[src/rtl/uart_buf_pkg.sv]
`timescale 1ns/1ps
package uart_buf_pkg;

    localparam int unsigned CHAR_W  = 8;
    localparam int unsigned MIN_CHR = 5;
    localparam int unsigned TXC_BIT = 6;
    localparam int unsigned DBL_BIT = 1;
    localparam int unsigned MPM_BIT = 0;

    typedef logic [CHAR_W-1:0] char_t;

    typedef enum logic [1:0] {
        CS_5 = 2'b00,
        CS_6 = 2'b01,
        CS_7 = 2'b10,
        CS_8 = 2'b11
    } char_size_e;

    // one receive FIFO slot: byte plus the flags that travel with it
    typedef struct packed {
        char_t data;
        logic  ferr;
        logic  ovr;
        logic  perr;
    } rx_entry_t;

    // status word, most significant field first (bit 7 down to bit 0)
    typedef struct packed {
        logic rxc;
        logic txc;
        logic udre;
        logic ferr;
        logic ovr;
        logic perr;
        logic dbl;
        logic mpm;
    } status_t;

    function automatic char_t mask_char(char_t d, char_size_e sz);
        char_t keep;
        keep = char_t'((32'd1 << (MIN_CHR + int'(sz))) - 32'd1);
        return d & keep;
    endfunction

endpackage

[src/rtl/uart_tx_hold.sv]
`timescale 1ns/1ps
module uart_tx_hold
    import uart_buf_pkg::*;
(
    input  logic       clk,
    input  logic       rst,
    input  logic       wr_req,
    input  char_t      wr_data,
    input  char_size_e size,
    input  logic       tx_en,
    input  logic       tx_idle,
    output logic       empty,
    output logic       tx_load,
    output char_t      tx_data
);

    logic  full_q;
    char_t hold_q;

    assign empty   = ~full_q;
    assign tx_load = full_q & tx_en & tx_idle;
    assign tx_data = hold_q;

    always_ff @(posedge clk) begin
        if (rst) begin
            full_q <= 1'b0;
            hold_q <= '0;
        end else if (tx_load) begin
            full_q <= 1'b0;
        end else if (wr_req && !full_q) begin
            full_q <= 1'b1;
            hold_q <= mask_char(wr_data, size);
        end
    end

endmodule

[src/rtl/uart_rx_fifo.sv]
`timescale 1ns/1ps
module uart_rx_fifo
    import uart_buf_pkg::*;
#(
    parameter int unsigned DEPTH = 2
) (
    input  logic      clk,
    input  logic      rst,
    input  logic      flush,
    input  logic      push,
    input  rx_entry_t push_entry,
    input  logic      pop_req,
    output rx_entry_t head,
    output logic      nonempty
);

    localparam int unsigned CW = $clog2(DEPTH + 1);

    rx_entry_t       ent   [DEPTH];
    rx_entry_t       nxt   [DEPTH];
    logic [CW-1:0]   cnt;
    logic [CW-1:0]   cnt_mid;
    logic [CW-1:0]   cnt_n;
    logic            pop;
    logic            full;
    logic            accept;
    logic            ovr;

    assign nonempty = (cnt != '0);
    assign head     = nonempty ? ent[0] : '0;

    always_comb begin
        pop     = pop_req && nonempty;
        full    = (cnt == CW'(DEPTH));
        accept  = push && (!full || pop);
        ovr     = push && full && !pop;
        nxt     = ent;
        cnt_mid = cnt;
        // pop first: shift toward the head
        if (pop) begin
            for (int i = 0; i < int'(DEPTH) - 1; i++) begin
                nxt[i] = ent[i+1];
            end
            nxt[DEPTH-1] = '0;
            cnt_mid      = cnt - CW'(1);
        end
        cnt_n = cnt_mid;
        // then append behind the surviving entries
        if (accept) begin
            for (int i = 0; i < int'(DEPTH); i++) begin
                if (CW'(i) == cnt_mid) begin
                    nxt[i] = push_entry;
                end
            end
            cnt_n = cnt_mid + CW'(1);
        end
        // lost byte: mark the newest stored entry
        if (ovr) begin
            nxt[DEPTH-1].ovr = 1'b1;
        end
        if (flush) begin
            for (int i = 0; i < int'(DEPTH); i++) begin
                nxt[i] = '0;
            end
            cnt_n = '0;
        end
    end

    always_ff @(posedge clk) begin
        if (rst) begin
            for (int i = 0; i < int'(DEPTH); i++) begin
                ent[i] <= '0;
            end
            cnt <= '0;
        end else begin
            ent <= nxt;
            cnt <= cnt_n;
        end
    end

endmodule

[src/rtl/uart_stat_ctl.sv]
`timescale 1ns/1ps
module uart_stat_ctl (
    input  logic clk,
    input  logic rst,
    input  logic wr_stat,
    input  logic wr_txc_clr,
    input  logic wr_dbl,
    input  logic wr_mpm,
    input  logic tx_done,
    input  logic hold_empty,
    output logic txc,
    output logic dbl,
    output logic mpm
);

    logic txc_set;

    assign txc_set = tx_done && hold_empty;

    always_ff @(posedge clk) begin
        if (rst) begin
            txc <= 1'b0;
            dbl <= 1'b0;
            mpm <= 1'b0;
        end else begin
            if (txc_set) begin
                txc <= 1'b1;
            end else if (wr_stat && wr_txc_clr) begin
                txc <= 1'b0;
            end
            if (wr_stat) begin
                dbl <= wr_dbl;
                mpm <= wr_mpm;
            end
        end
    end

endmodule

[src/rtl/uart_buffer_core.sv]
`timescale 1ns/1ps
module uart_buffer_core
    import uart_buf_pkg::*;
#(
    parameter int unsigned RX_DEPTH = 2
) (
    input  logic        clk,
    input  logic        rst,
    input  logic        bus_addr,
    input  logic        bus_wr,
    input  logic        bus_rd,
    input  logic [7:0]  bus_wdata,
    output logic [7:0]  bus_rdata,
    input  logic        tx_en,
    input  logic        rx_en,
    input  logic [1:0]  char_size,
    input  logic        tx_idle,
    input  logic        tx_done,
    output logic        tx_load,
    output logic [7:0]  tx_data,
    input  logic        rx_valid,
    input  logic [7:0]  rx_data,
    input  logic        rx_ferr,
    input  logic        rx_perr
);

    char_size_e size;
    logic       wr_data_q;
    logic       wr_stat;
    logic       rd_pop;
    logic       hold_empty;
    logic       txc_flag;
    logic       dbl;
    logic       mpm;
    logic       rx_nonempty;
    rx_entry_t  push_entry;
    rx_entry_t  head;
    status_t    st;

    assign size      = char_size_e'(char_size);
    assign wr_data_q = bus_wr && !bus_addr;
    assign wr_stat   = bus_wr && bus_addr;
    assign rd_pop    = bus_rd && !bus_addr;

    always_comb begin
        push_entry      = '0;
        push_entry.data = mask_char(rx_data, size);
        push_entry.ferr = rx_ferr;
        push_entry.perr = rx_perr;
    end

    uart_tx_hold u_tx (
        .clk     (clk),
        .rst     (rst),
        .wr_req  (wr_data_q),
        .wr_data (bus_wdata),
        .size    (size),
        .tx_en   (tx_en),
        .tx_idle (tx_idle),
        .empty   (hold_empty),
        .tx_load (tx_load),
        .tx_data (tx_data)
    );

    uart_rx_fifo #(.DEPTH(RX_DEPTH)) u_rx (
        .clk        (clk),
        .rst        (rst),
        .flush      (!rx_en),
        .push       (rx_valid && rx_en),
        .push_entry (push_entry),
        .pop_req    (rd_pop),
        .head       (head),
        .nonempty   (rx_nonempty)
    );

    uart_stat_ctl u_st (
        .clk        (clk),
        .rst        (rst),
        .wr_stat    (wr_stat),
        .wr_txc_clr (bus_wdata[TXC_BIT]),
        .wr_dbl     (bus_wdata[DBL_BIT]),
        .wr_mpm     (bus_wdata[MPM_BIT]),
        .tx_done    (tx_done),
        .hold_empty (hold_empty),
        .txc        (txc_flag),
        .dbl        (dbl),
        .mpm        (mpm)
    );

    always_comb begin
        st      = '0;
        st.rxc  = rx_nonempty;
        st.txc  = txc_flag;
        st.udre = hold_empty;
        st.ferr = head.ferr;
        st.ovr  = head.ovr;
        st.perr = head.perr;
        st.dbl  = dbl;
        st.mpm  = mpm;
    end

    assign bus_rdata = bus_addr ? char_t'(st) : head.data;

endmodule

[config.mk]
export PLATFORM = sky130hd
export DESIGN_NAME = uart_buffer_core
export DESIGN_NICKNAME = d
export VERILOG_FILES = /design/src/rtl/uart_buf_pkg.sv /design/src/rtl/uart_tx_hold.sv /design/src/rtl/uart_rx_fifo.sv /design/src/rtl/uart_stat_ctl.sv /design/src/rtl/uart_buffer_core.sv
export SDC_FILE = /design/constraint.sdc
export NUM_CORES = 1
export LEC_CHECK = 0
export ABC_AREA = 1
export BUFFER_PORTS_ARGS = -buffer_cell sky130_fd_sc_hd__buf_2
export CAP_MARGIN = 20
export CELL_PAD_IN_SITES_DETAIL_PLACEMENT = 1
export CELL_PAD_IN_SITES_GLOBAL_PLACEMENT = 2
export CORE_MARGIN = 10
export CORE_UTILIZATION = 30
export CTS_CLUSTER_DIAMETER = 150
export DETAILED_ROUTE_END_ITERATION = 7
export PLACE_DENSITY_LB_ADDON = 0.25
export SETUP_SLACK_MARGIN = 0.05
export SYNTH_ARGS = -nofsm -noshare
export SYNTH_HDL_FRONTEND = slang
export SYNTH_SLANG_ARGS = --single-unit
[constraint.sdc]
create_clock -name clk -period 5.3 [get_ports clk]
set_input_delay 1.06 -clock clk [delete_from_list [all_inputs] [get_ports clk]]
set_output_delay 1.06 -clock clk [all_outputs]
set_load 0.01 [all_outputs]
* Word-level counts from Yosys, hierarchy flattened
Cells that the tools add are included.
** Storage, ports and cells
- Flip-flop bits (word level) :: 36
- Output and inout port bits :: 17
- Memories :: 0
- Memory bits (writable) :: 0
- Bits of input ports :: 30
- Latch bits :: 0
- ROM bits :: 0
** Operators by class
- Add/sub/neg operators :: 4
- Shift operators :: 1
- Reduce and logical (&&, ||, !) cells :: 22
- $lt $le $gt $ge :: 0
- Muxes and demuxes :: 11
- Multipliers :: 0
- Bitwise logic cells :: 7
- Div/mod/pow operators :: 0
- Equal/unequal tests :: 2
** Operators by type and width (number)
- 22-bit two-way mux :: 2
- 11-bit two-way mux :: 3
- 1-bit by 32-bit left shift with 8-bit output, first input constant :: 1
- 8-bit bitwise AND :: 2
- 1-bit logical AND :: 11
- 8-bit two-way mux :: 1
- 8-bit by 1-bit subtractor with 8-bit output, second input constant :: 1
- 3-bit by 2-bit adder with 4-bit output, first input constant :: 1
- 1-bit logical NOT :: 4
- 2-bit two-way mux :: 2
- 2-bit nonzero test :: 2
- 2-bit OR reduction :: 2
- 1-bit two-way mux :: 3
- 1-bit NOT :: 3
- 2-bit by 1-bit adder with 2-bit output, second input constant :: 1
- 1-bit bitwise AND :: 2
- 1-bit by 2-bit equality test with 1-bit output, first input constant :: 1
- 2-bit equality test, second input constant :: 1
- 2-bit logical NOT :: 1
- 2-bit AND reduction :: 1
- 2-bit by 1-bit subtractor with 2-bit output, second input constant :: 1
- 1-bit logical OR :: 1

* Depth between registers and ports, before layout
Gate-level depths: netlist (run 1).
- Depth after elaboration :: 8
- Gate-level depth with buffers :: 14
- Mapped depth without buffers :: 12

* Hierarchy
Synthesis (run 1) repeated with hierarchy kept, for this count alone.
** Second synthesis, totals
- Cells, all modules :: 348
- Area total of the unflattened synthesis :: 2073.2 sq um
** Modules (own cells, without submodules)
- uart_rx_fifo :: sequential area each 480.5 sq um, area an instance 1325.0 sq um, instances 1, cells an instance 219
- uart_tx_hold :: sequential area each 180.2 sq um, area an instance 424.2 sq um, instances 1, cells an instance 61
- uart_buffer_core :: sequential area each 0.0 sq um, area an instance 219.0 sq um, instances 1, cells an instance 54
- uart_stat_ctl :: sequential area each 60.1 sq um, area an instance 105.1 sq um, instances 1, cells an instance 14

* Least setup slack after synthesis (run 1)
No wires, ideal clock.
- Kind :: input port to output port
- Start point :: input port bus_addr
- End point :: output port bus_rdata[3]
- Path slack :: 2.563 ns
- Cell stages on the path :: 5
- Data arrival time :: 1.677 ns
- Path buffers :: 2
- Cell sequence :: buf_6 > nor2_8 > buf_4 > nand2_1 > o21ai_0
** On the way
- Cells in the longest elaborated chain, start to end :: 1
** RTL lines
- from (decl) :: RTL line uart_buffer_core.sv:9 : input logic bus_addr,
- 8-bit two-way mux :: RTL line uart_buffer_core.sv:102 : assign bus_rdata = bus_addr ? char_t'(st) : head.data;
- to (decl) :: RTL line uart_buffer_core.sv:13 : output logic [7:0] bus_rdata,
No other way between the ends.

* Worst setup path in the final report (run 1)
- Start point :: input port bus_addr
- End point :: output port bus_rdata[5]
The elaborated chain is that of the path after synthesis.

==> results.md, run 1 <==
- Outcome: finished, final reports clean
- Max cap viols: 0
- CP required: 4.24 ns
- Die area: 9976 um^2
- Post-CTS Hold Fix Bufs: 0
- First DRT Iteration DRCs: 47
- Clock Path Buffers: 2
- Placed cell area: 2157 um^2
- Num CTS Buffers: 5
- Worst slew margin: 0.5012
- Num rows: 29
- Synthesized area per cell: 6.446 um^2
- Clk_lat worst skew: 0.29 ns
- Antenna Cells: 0
- Pleak: 1.275 nW
- H-tree Lvls: 2
- Area Overhead vs Synth: 17.52%
- Yosys warnings: 0
- Seq/Total Area, Yosys: 0.3765
- Synth area leaders: dfxtp_1, nand2_1, nor2_1
- CP arrival: 1.87 ns
- DR vias/cell: 4.537
- Remaining antenna violation count: 0
- Detailed-route via count: 1892
- Placer Congestion: 0.7830
- Final #Nets: 374
- Min Tclk post-route: 2.927 ns
- TNS Setup: 0 ns
- Vias in the first global route: 2004
- Post-synth cell types: 22
- Num ports: 47
- Post_cts resized: 0
- DRC Markers: 0
- Reg2reg end: u_rx.ent[7]$_SDFF_PP0_
- Crit path from: bus_addr
- Final hold vios: 0
- Post-CTS setup repair buffer count: 0
- Fmax: 341.7 MHz
- Total track usage: 0.1155
- CTS clock-pin slew for the worst setup and hold paths: 0.07 ns
- Most common cell after layout, fill and taps aside: nand2_1
- Reg-to-Reg Start: u_rx.cnt[0]$_SDFF_PP0_
- Core area: 6277 um^2
- Final instance area: 2250 um^2
- TritonRoute pass-1 iters: 4
- Post-synth top area share: 0.3765
- Power per cell area: 256.1 nW/um^2
- Antenna violations before repair: 0
- Startpoint Class: input pin
- DPL Wire Length: 4282 um
- Hold WC Path Type: reg2reg
- I/O Buffers: 46
- Cell area after synthesis: 1914 um^2
- Worst Setup EP: bus_rdata[5]
- Fraction of layout cells with a size suffix above 1: 0.1794
- CTS tree: built
- Area leader, netlist: dfxtp_1
- DRT Wirelength: 5623 um
- Placement Setup Slack: 2.151 ns
- Root Buffer: clkbuf_8
- Post-Route Skew: 0.008159 ns
- Total power: 0.5761 mW
- CP Max Fanout: 18
- Synth Instances: 297
- Worst Tran Pin Value: 0.7474 ns
- Reg2reg path depth: 12
- Final setup viols: 0
- Placed cell count: 409
- Commonest non-fill, non-tap cells in the layout: nand2_1, nor2_1, buf_2, dfxtp_1, inv_1
- Tcrit/Tclk final: 0.5522
- Initial Util: 0.3050
- Largest net degree at the start of global routing: 28
- Crit end category: output pin
- Critical path class: in2out
- Max Slew Vio Count: 0
- Fin Hold WS: 0.4683 ns
- Global route overflow: 0
- Die H: 99.88 um
- VDD IR max: 107.6 uV
- Non-Filler Instances: 417
- R2R Setup Slk: 2.73 ns
- Final core utilization: 0.3584
- Setup ws final: 2.373 ns
- First-pass GRT wire length: 9556 um
- Die width: 99.88 um
- Clock Sinks: 36
- RSZ-0062 raised after global routing: false
- FF+latch count, synth: 36
- DR WL/cell: 13.48 um
state kept, by name (all words and copies together), names as in the netlist:
signal and cells:
u_rx.cnt 2, u_rx.ent 22, u_st.dbl 1, u_st.mpm 1, u_st.txc 1, u_tx.full_q 1, u_tx.tx_data 8
final cells by class:
cell class | count | area, um^2
clock buffers | 6 | 82.58
clock inverters | 2 | 10.01
fillers | 857 | 4028
inverters | 33 | 123.9
multi-input cells | 217 | 985.9
flip-flops and latches | 36 | 720.7
well taps | 77 | 96.34
repair buffers | 46 | 230.2
cell families (layout without fill, tap and decap cells):
kind of cell / Yosys count / count (layout) / synth area share
compound gates: 24 / 24 / 0.07125
buf+inv: 45 / 87 / 0.1105
other cells: 1 / 2 / 0.001959
fa+ha+maj: 5 / 5 / 0.03268
simple gates: 186 / 186 / 0.4072
flops: 36 / 36 / 0.3765
critical path, stage by stage:
cell	delay, ns
buf_2	0.18
nor2_8	0.28
nand2_1	0.10
o21ai_0	0.09
buf_2	0.16
synth_stat cells:
| cell type | count |
|---|---|
| buf_2 | 7 |
| a22o_1 | 3 |
| o21ai_1 | 1 |
| nand2_4 | 2 |
| buf_4 | 1 |
| buf_6 | 4 |
| nor2_1 | 52 |
| o21ai_0 | 8 |
| nand3_1 | 18 |
| ha_1 | 5 |
| a21oi_1 | 10 |
| and3_1 | 1 |
| nand3_2 | 3 |
| nor3b_1 | 1 |
| nor2_8 | 1 |
| o21a_1 | 1 |
| or2_2 | 1 |
| nand2_1 | 107 |
| inv_1 | 33 |
| dfxtp_1 | 36 |
| a211oi_1 | 1 |
| conb_1 | 1 |
worst min-delay path by stage:
stage,from,endpoint,cells past startpoint
after floorplan,u_st.txc$_SDFFE_PP0P_,u_st.txc$_SDFFE_PP0P_,2
after global placement,u_tx.tx_data[2]$_SDFFE_PP0P_,u_tx.tx_data[2]$_SDFFE_PP0P_,2
after detailed placement,u_tx.tx_data[2]$_SDFFE_PP0P_,u_tx.tx_data[2]$_SDFFE_PP0P_,2
after CTS,u_tx.tx_data[2]$_SDFFE_PP0P_,u_tx.tx_data[2]$_SDFFE_PP0P_,2
after global routing,u_tx.tx_data[3]$_SDFFE_PP0P_,u_tx.tx_data[3]$_SDFFE_PP0P_,2
final,u_tx.tx_data[2]$_SDFFE_PP0P_,u_tx.tx_data[2]$_SDFFE_PP0P_,2
per-layer routing:
layer,vias up,share of wire,track usage
met5,-,0,0
met3,5,0.028,0.02953
met1,877,0.46,0.1378
met4,0,0.0080,0.02315
li1,989,-,-
met2,21,0.50,0.2031
report_power, final:
part / internal [mW] / switching (mW)
sequential: 0.280 / 0.00527
combinational: 0.0296 / 0.0534
clock: 0.104 / 0.104
total: 0.413 / 0.163
Power figures use the tool's default switching activity.
==> inputs of run 2 (changes only) <==
--- a/config.mk
+++ b/config.mk
@@ -11,7 +11,7 @@
 export CELL_PAD_IN_SITES_DETAIL_PLACEMENT = 1
 export CELL_PAD_IN_SITES_GLOBAL_PLACEMENT = 2
 export CORE_MARGIN = 10
-export CORE_UTILIZATION = 30
+export CORE_UTILIZATION = 25
 export CTS_CLUSTER_DIAMETER = 150
 export DETAILED_ROUTE_END_ITERATION = 7
 export PLACE_DENSITY_LB_ADDON = 0.25
==> constraint.sdc (replaced) <==
create_clock -name clk -period 2.6 [get_ports clk]
set_input_delay 0.52 -clock clk [delete_from_list [all_inputs] [get_ports clk]]
set_output_delay 0.52 -clock clk [all_outputs]
set_load 0.01 [all_outputs]
==> run 2 against run 1 <==
Against the previous run: die area up 16%; cell count up 6.2%; critical path depth up 2; clock skew about the same; routed wire length up 5.3%.
==> results.md, run 2 (synthesis results as in run 1) <==
- Outcome: finished, final reports clean
- Final instance area: 2307 um^2 (+2.6%)
- Hold_sp: u_tx.tx_data[1]$_SDFFE_PP0P_
- Die width: 107.5 um (+7.6%)
- Clock Sinks: 36 (unchanged)
- Post_cts resized: 0 (unchanged)
- Largest net degree at the start of global routing: 23 (-18%)
- Pleak: 1.294 nW (+1.5%)
- Crit end category: output pin
- Post-CTS setup repair buffer count: 0 (unchanged)
- Die area: 11560 um^2 (+16%)
- Area Overhead vs Synth: 20.52%
- Clk_lat worst skew: 0.30 ns (about the same)
- Global route overflow: 0 (unchanged)
- R2R Setup Slk: 0.41 ns (-2.32 ns)
- Fin Hold WS: 0.4642 ns (-0.004169 ns)
- DPL Wire Length: 4511 um (+5.4%)
- Placement Setup Slack: 0.3824 ns (-1.768 ns)
- Critical path class: reg2out
- Antenna Cells: 0 (unchanged)
- Reg-to-Reg Start: u_rx.cnt[0]$_SDFF_PP0_
- First DRT Iteration DRCs: 46 (-2.1%)
- Fmax: 442.6 MHz
- Largest register FFs: 22 (unchanged)
- Min Tclk post-route: 2.260 ns
- H-tree Lvls: 2 (unchanged)
- Final setup viols: 0 (unchanged)
- Post-CTS Hold Fix Bufs: 0 (unchanged)
- Placed cell count: 435 (+6.4%)
- Final hold vios: 0 (unchanged)
- TritonRoute pass-1 iters: 4 (unchanged)
- CTS tree: built
- Final core utilization: 0.3147 (-0.04365)
- Num ports: 47 (unchanged)
- TNS Setup: 0 ns (unchanged)
- Setup ws final: 0.3404 ns (-2.033 ns)
- Post-Route Skew: 0.007949 ns (-0.0002100 ns)
- First-pass GRT wire length: 9880 um (+3.4%)
- Placer Congestion: 0.7706 (-1.6%)
- Num rows: 31 (+6.9%)
- Clock Path Buffers: 2 (unchanged)
- CP max-delay cell: dfxtp_1
- DRC Markers: 0 (unchanged)
- Die H: 107.5 um (+7.6%)
- Fraction of layout cells with a size suffix above 1: 0.1890 (+0.009542)
- Max Slew Vio Count: 0 (unchanged)
- Antenna violations before repair: 0 (unchanged)
- CTS clock-pin slew for the worst setup and hold paths: 0.07 ns (about the same)
- DR WL/cell: 13.37 um (-0.88%)
- Crit path largest cell delay: 0.36 ns (+0.08 ns)
- Hold WC Path Type: reg2reg
- Initial Util: 0.2611 (-0.04383)
- Biggest register: u_rx.ent
- Total track usage: 0.1057 (-0.009816)
- RSZ-0062 raised after global routing: false
- Most common cell after layout, fill and taps aside: nand2_1
- Final #Nets: 378 (+1.1%)
- Num CTS Buffers: 5 (unchanged)
- I/O Buffers: 46 (unchanged)
- Detailed-route via count: 1895 (+0.16%)
- Root Buffer: clkbuf_8
- Non-Filler Instances: 443 (+6.2%)
- CP cell instances: inv_1, ha_1, nor2_8, buf_4, nand2_1, o21ai_0, buf_2
- CP arrival: 1.74 ns (-0.13 ns)
- DRT Wirelength: 5921 um (+5.3%)
- Fillcell total: 969 (+13%)
- Core area: 7331 um^2 (+17%)
- Commonest non-fill, non-tap cells in the layout: nand2_1, nor2_1, buf_2, dfxtp_1, inv_1
- Placed cell area: 2215 um^2 (+2.7%)
- Max cap viols: 0 (unchanged)
- DR vias/cell: 4.278 (-5.7%)
- VDD IR max: 146.6 uV (+36%)
- Crit path from: u_rx.cnt[0]$_SDFF_PP0_
- Power per cell area: 510.6 nW/um^2 (+99%)
- Startpoint Class: register
- Tcrit/Tclk final: 0.8691
- CP Max Fanout: 17 (-1)
- CP required: 2.08 ns (-2.16 ns)
- Vias in the first global route: 2006 (+0.10%)
- Remaining antenna violation count: 0 (unchanged)
- Total power: 1.178 mW (+100%)
## run 2: cell count changes in the layout (fill, tap and decap cells not counted)
cell   before  now
buf_4       0    4
## run 2: layout make-up
class / instances / area, um^2 / area share
timing repair buffer: 50 / 260.3 / 0.1128
multi-input combinational: 217 / 985.9 / 0.4273
clock inverter: 2 / 10.01 / 0.004338
inverter: 33 / 123.9 / 0.05369
sequential: 36 / 720.7 / 0.3124
clock buffer: 6 / 82.58 / 0.03579
tap: 99 / 123.9 / 0.05369
## run 2: power breakdown
| group | internal, mW | leakage (nW) | total (mW) | switching, mW |
|---|---|---|---|---|
| Clock | 0.212 | 0.0510 | 0.424 | 0.212 |
| Combinational | 0.0632 | 0.951 | 0.174 | 0.110 |
| Sequential | 0.570 | 0.293 | 0.581 | 0.0106 |
## run 2: worst paths after layout
path | endpoint | cells after the start
setup / recovery | bus_rdata[3] | 7
hold / removal | u_tx.tx_data[1]$_SDFFE_PP0P_ | 2
setup reg to reg | u_rx.ent[16]$_SDFF_PP0_ | 10
hold reg to reg | u_tx.tx_data[1]$_SDFFE_PP0P_ | 2
## run 2: per-layer routing
layer / share of wire / vias to the layer above / wire [um] / track usage
met3: 0.015 / 5 / 90 / 0.01437
met2: 0.53 / 17 / 3119 / 0.1990
li1: - / 995 / - / -
met1: 0.44 / 878 / 2621 / 0.1160
met4: 0.015 / 0 / 89 / 0.04008
met5: 0 / - / 0 / 0
## run 2: worst max-delay path: cells and delay by family (launching register included)
kind            cells  cell delay [ns]
buf+inv             3             0.49
flops               1             0.36
fa+ha+maj           1             0.30
simple gates        2             0.20
compound gates      1             0.11
==> inputs of run 3 (changes only) <==
--- a/config.mk
+++ b/config.mk
@@ -15,6 +15,7 @@
 export CTS_CLUSTER_DIAMETER = 150
 export DETAILED_ROUTE_END_ITERATION = 7
 export PLACE_DENSITY_LB_ADDON = 0.25
+export RECOVER_POWER = 50
 export SETUP_SLACK_MARGIN = 0.05
 export SYNTH_ARGS = -nofsm -noshare
 export SYNTH_HDL_FRONTEND = slang
==> run 3 against run 2 <==
Against the previous run: clock power about the same; flip-flop and latch count unchanged; highest routed layer unchanged; cell count unchanged.
==> results.md, run 3 (synthesis results as in run 1) <==
- Pleak: 1.248 nW (-3.6%)
- Power per cell area: 513.9 nW/um^2 (+0.64%)
- Final core utilization: 0.3118 (-0.002901)
- Outcome: finished, final reports clean
- Hold WC Path Type: in2reg
- Worst slew margin: 0.6519
- CP arrival: 1.73 ns (about the same)
- Critical path class: reg2out
- H-tree Lvls: 2 (unchanged)
- Most common cell after layout, fill and taps aside: nand2_1
- Fillcell total: 970 (+0.10%)
- Worst Tran Pin Value: 0.5222 ns
- Total track usage: 0.1057 (unchanged)
- Root Buffer: clkbuf_8
- Crit-path leading delay family: buffers and inverters
- Largest net degree at the start of global routing: 23 (unchanged)
- Placer Congestion: 0.7706 (unchanged)
- DPL Wire Length: 4511 um (unchanged)
- RSZ-0062 raised after global routing: false
- DR WL/cell: 13.34 um (-0.20%)
- TNS Setup: 0 ns (unchanged)
- Min Tclk post-route: 2.251 ns (-0.009036 ns)
- Remaining antenna violation count: 0 (unchanged)
- Fmax: 444.3 MHz (+0.40%)
- Vias in the first global route: 2006 (unchanged)
- Post-Route Skew: 0.008535 ns (+0.0005862 ns)
- DRC Markers: 0 (unchanged)
- Final setup viols: 0 (unchanged)
- Post-CTS setup repair buffer count: 0 (unchanged)
- Post-CTS Hold Fix Bufs: 0 (unchanged)
- Num ports: 47 (unchanged)
- DR vias/cell: 4.275 (about the same)
- Largest register FFs: 22 (unchanged)
- Detailed-route via count: 1894 (-0.053%)
- Antenna Cells: 0 (unchanged)
- CTS clock-pin slew for the worst setup and hold paths: 0.08 ns (about the same)
- CP Max Fanout: 17 (unchanged)
- Max Slew Vio Count: 0 (unchanged)
- First DRT Iteration DRCs: 36 (-22%)
- Biggest register: u_rx.ent
- Die area: 11560 um^2 (unchanged)
- Clk_lat worst skew: 0.30 ns (about the same)
- CP max-delay cell: dfxtp_1
- Initial Util: 0.2611 (unchanged)
- Max cap viols: 0 (unchanged)
- Clock Sinks: 36 (unchanged)
- Crit path largest cell delay: 0.35 ns (about the same)
- First-pass GRT wire length: 9880 um (unchanged)
- CP cell instances: inv_1, ha_1, nor2_8, buf_4, nand2_1, o21ai_0, buf_2
- Commonest non-fill, non-tap cells in the layout: nand2_1, nor2_1, dfxtp_1, buf_2, inv_1
- Clock Path Buffers: 2 (unchanged)
- CTS tree: built
- Post_cts resized: 0 (unchanged)
- I/O Buffers: 46 (unchanged)
- Num rows: 31 (unchanged)
- Area Overhead vs Synth: 19.41%
- Die H: 107.5 um (unchanged)
- CP required: 2.08 ns (about the same)
- Tcrit/Tclk final: 0.8656 (-0.003475)
- TritonRoute pass-1 iters: 4 (unchanged)
- Buf+Inv Stages, Crit Path: 3 (unchanged)
- DRT Wirelength: 5909 um (-0.20%)
- Num CTS Buffers: 5 (unchanged)
- Crit end category: output pin
- Final #Nets: 378 (unchanged)
- Die width: 107.5 um (unchanged)
- Antenna violations before repair: 0 (unchanged)
- Core area: 7331 um^2 (unchanged)
- Final hold vios: 0 (unchanged)
- Fraction of layout cells with a size suffix above 1: 0.1541 (-0.03488)
- Startpoint Class: register
- Global route overflow: 0 (unchanged)
- VDD IR max: 146.6 uV (about the same)
## run 3: tightest hold or removal path: cells and delay by family
| family | cells | cell delay (ns) |
|---|---|---|
| buffers and inverters | 1 | 0.09 |
| and+or+nand+nor | 2 | 0.12 |
## run 3: metrics by stage
| step | setup WS [ns] | total power, mW | std cells | instance area, um^2 | hold slack [ns] |
|---|---|---|---|---|---|
| 2_1_floorplan | 0.6882 | 0.7057 | 298 | 1918 | 0.4391 |
| 3_3_place_gp | 0.4467 | 0.7678 | 435 | 2215 | 0.4496 |
| 3_5_place_dp | 0.3824 | 0.7703 | 435 | 2215 | 0.4551 |
| 4_1_cts | 0.3242 | 1.200 | 443 | 2307 | 0.4616 |
| 5_1_grt | 0.1378 | 1.248 | 443 | 2286 | 0.4768 |
| 6_report | 0.3495 | 1.175 | 443 | 2286 | 0.4650 |
## run 3: path summary, 6_finish.rpt
kind | slack, ns | depth (start not counted) | start | end
worst max-delay path | 0.35 | 7 | u_rx.cnt[0]$_SDFF_PP0_ | bus_rdata[3]
worst min register to register | 0.46 | 2 | u_tx.tx_data[1]$_SDFFE_PP0P_ | u_tx.tx_data[1]$_SDFFE_PP0P_
worst max register to register | 0.39 | 13 | u_rx.cnt[0]$_SDFF_PP0_ | u_rx.ent[4]$_SDFF_PP0_
worst min-delay path | 0.46 | 3 | rx_ferr | u_rx.ent[2]$_SDFF_PP0_
## run 3: cell type report
class	count	area (um^2)	share of cell area
tap	99	123.9	0.05419
clock inverter	2	10.01	0.004379
clock buffer	6	82.58	0.03612
inverter	33	123.9	0.05419
sequential	36	720.7	0.3153
timing repair buffer	50	244.0	0.1067
multi-input combinational	217	980.9	0.4291
## run 3: power by group
group	switching [mW]	internal (mW)
logic	0.110	0.0606
clock network	0.212	0.212
registers	0.0107	0.570
total	0.332	0.843
## run 3: routing by layer
metal | GRT usage | routed length (um) | part of all wire
met4 | 0.04008 | 89 | 0.015
met3 | 0.01437 | 89 | 0.015
met5 | 0 | 0 | 0
met1 | 0.1160 | 2599 | 0.44
met2 | 0.1990 | 3130 | 0.53
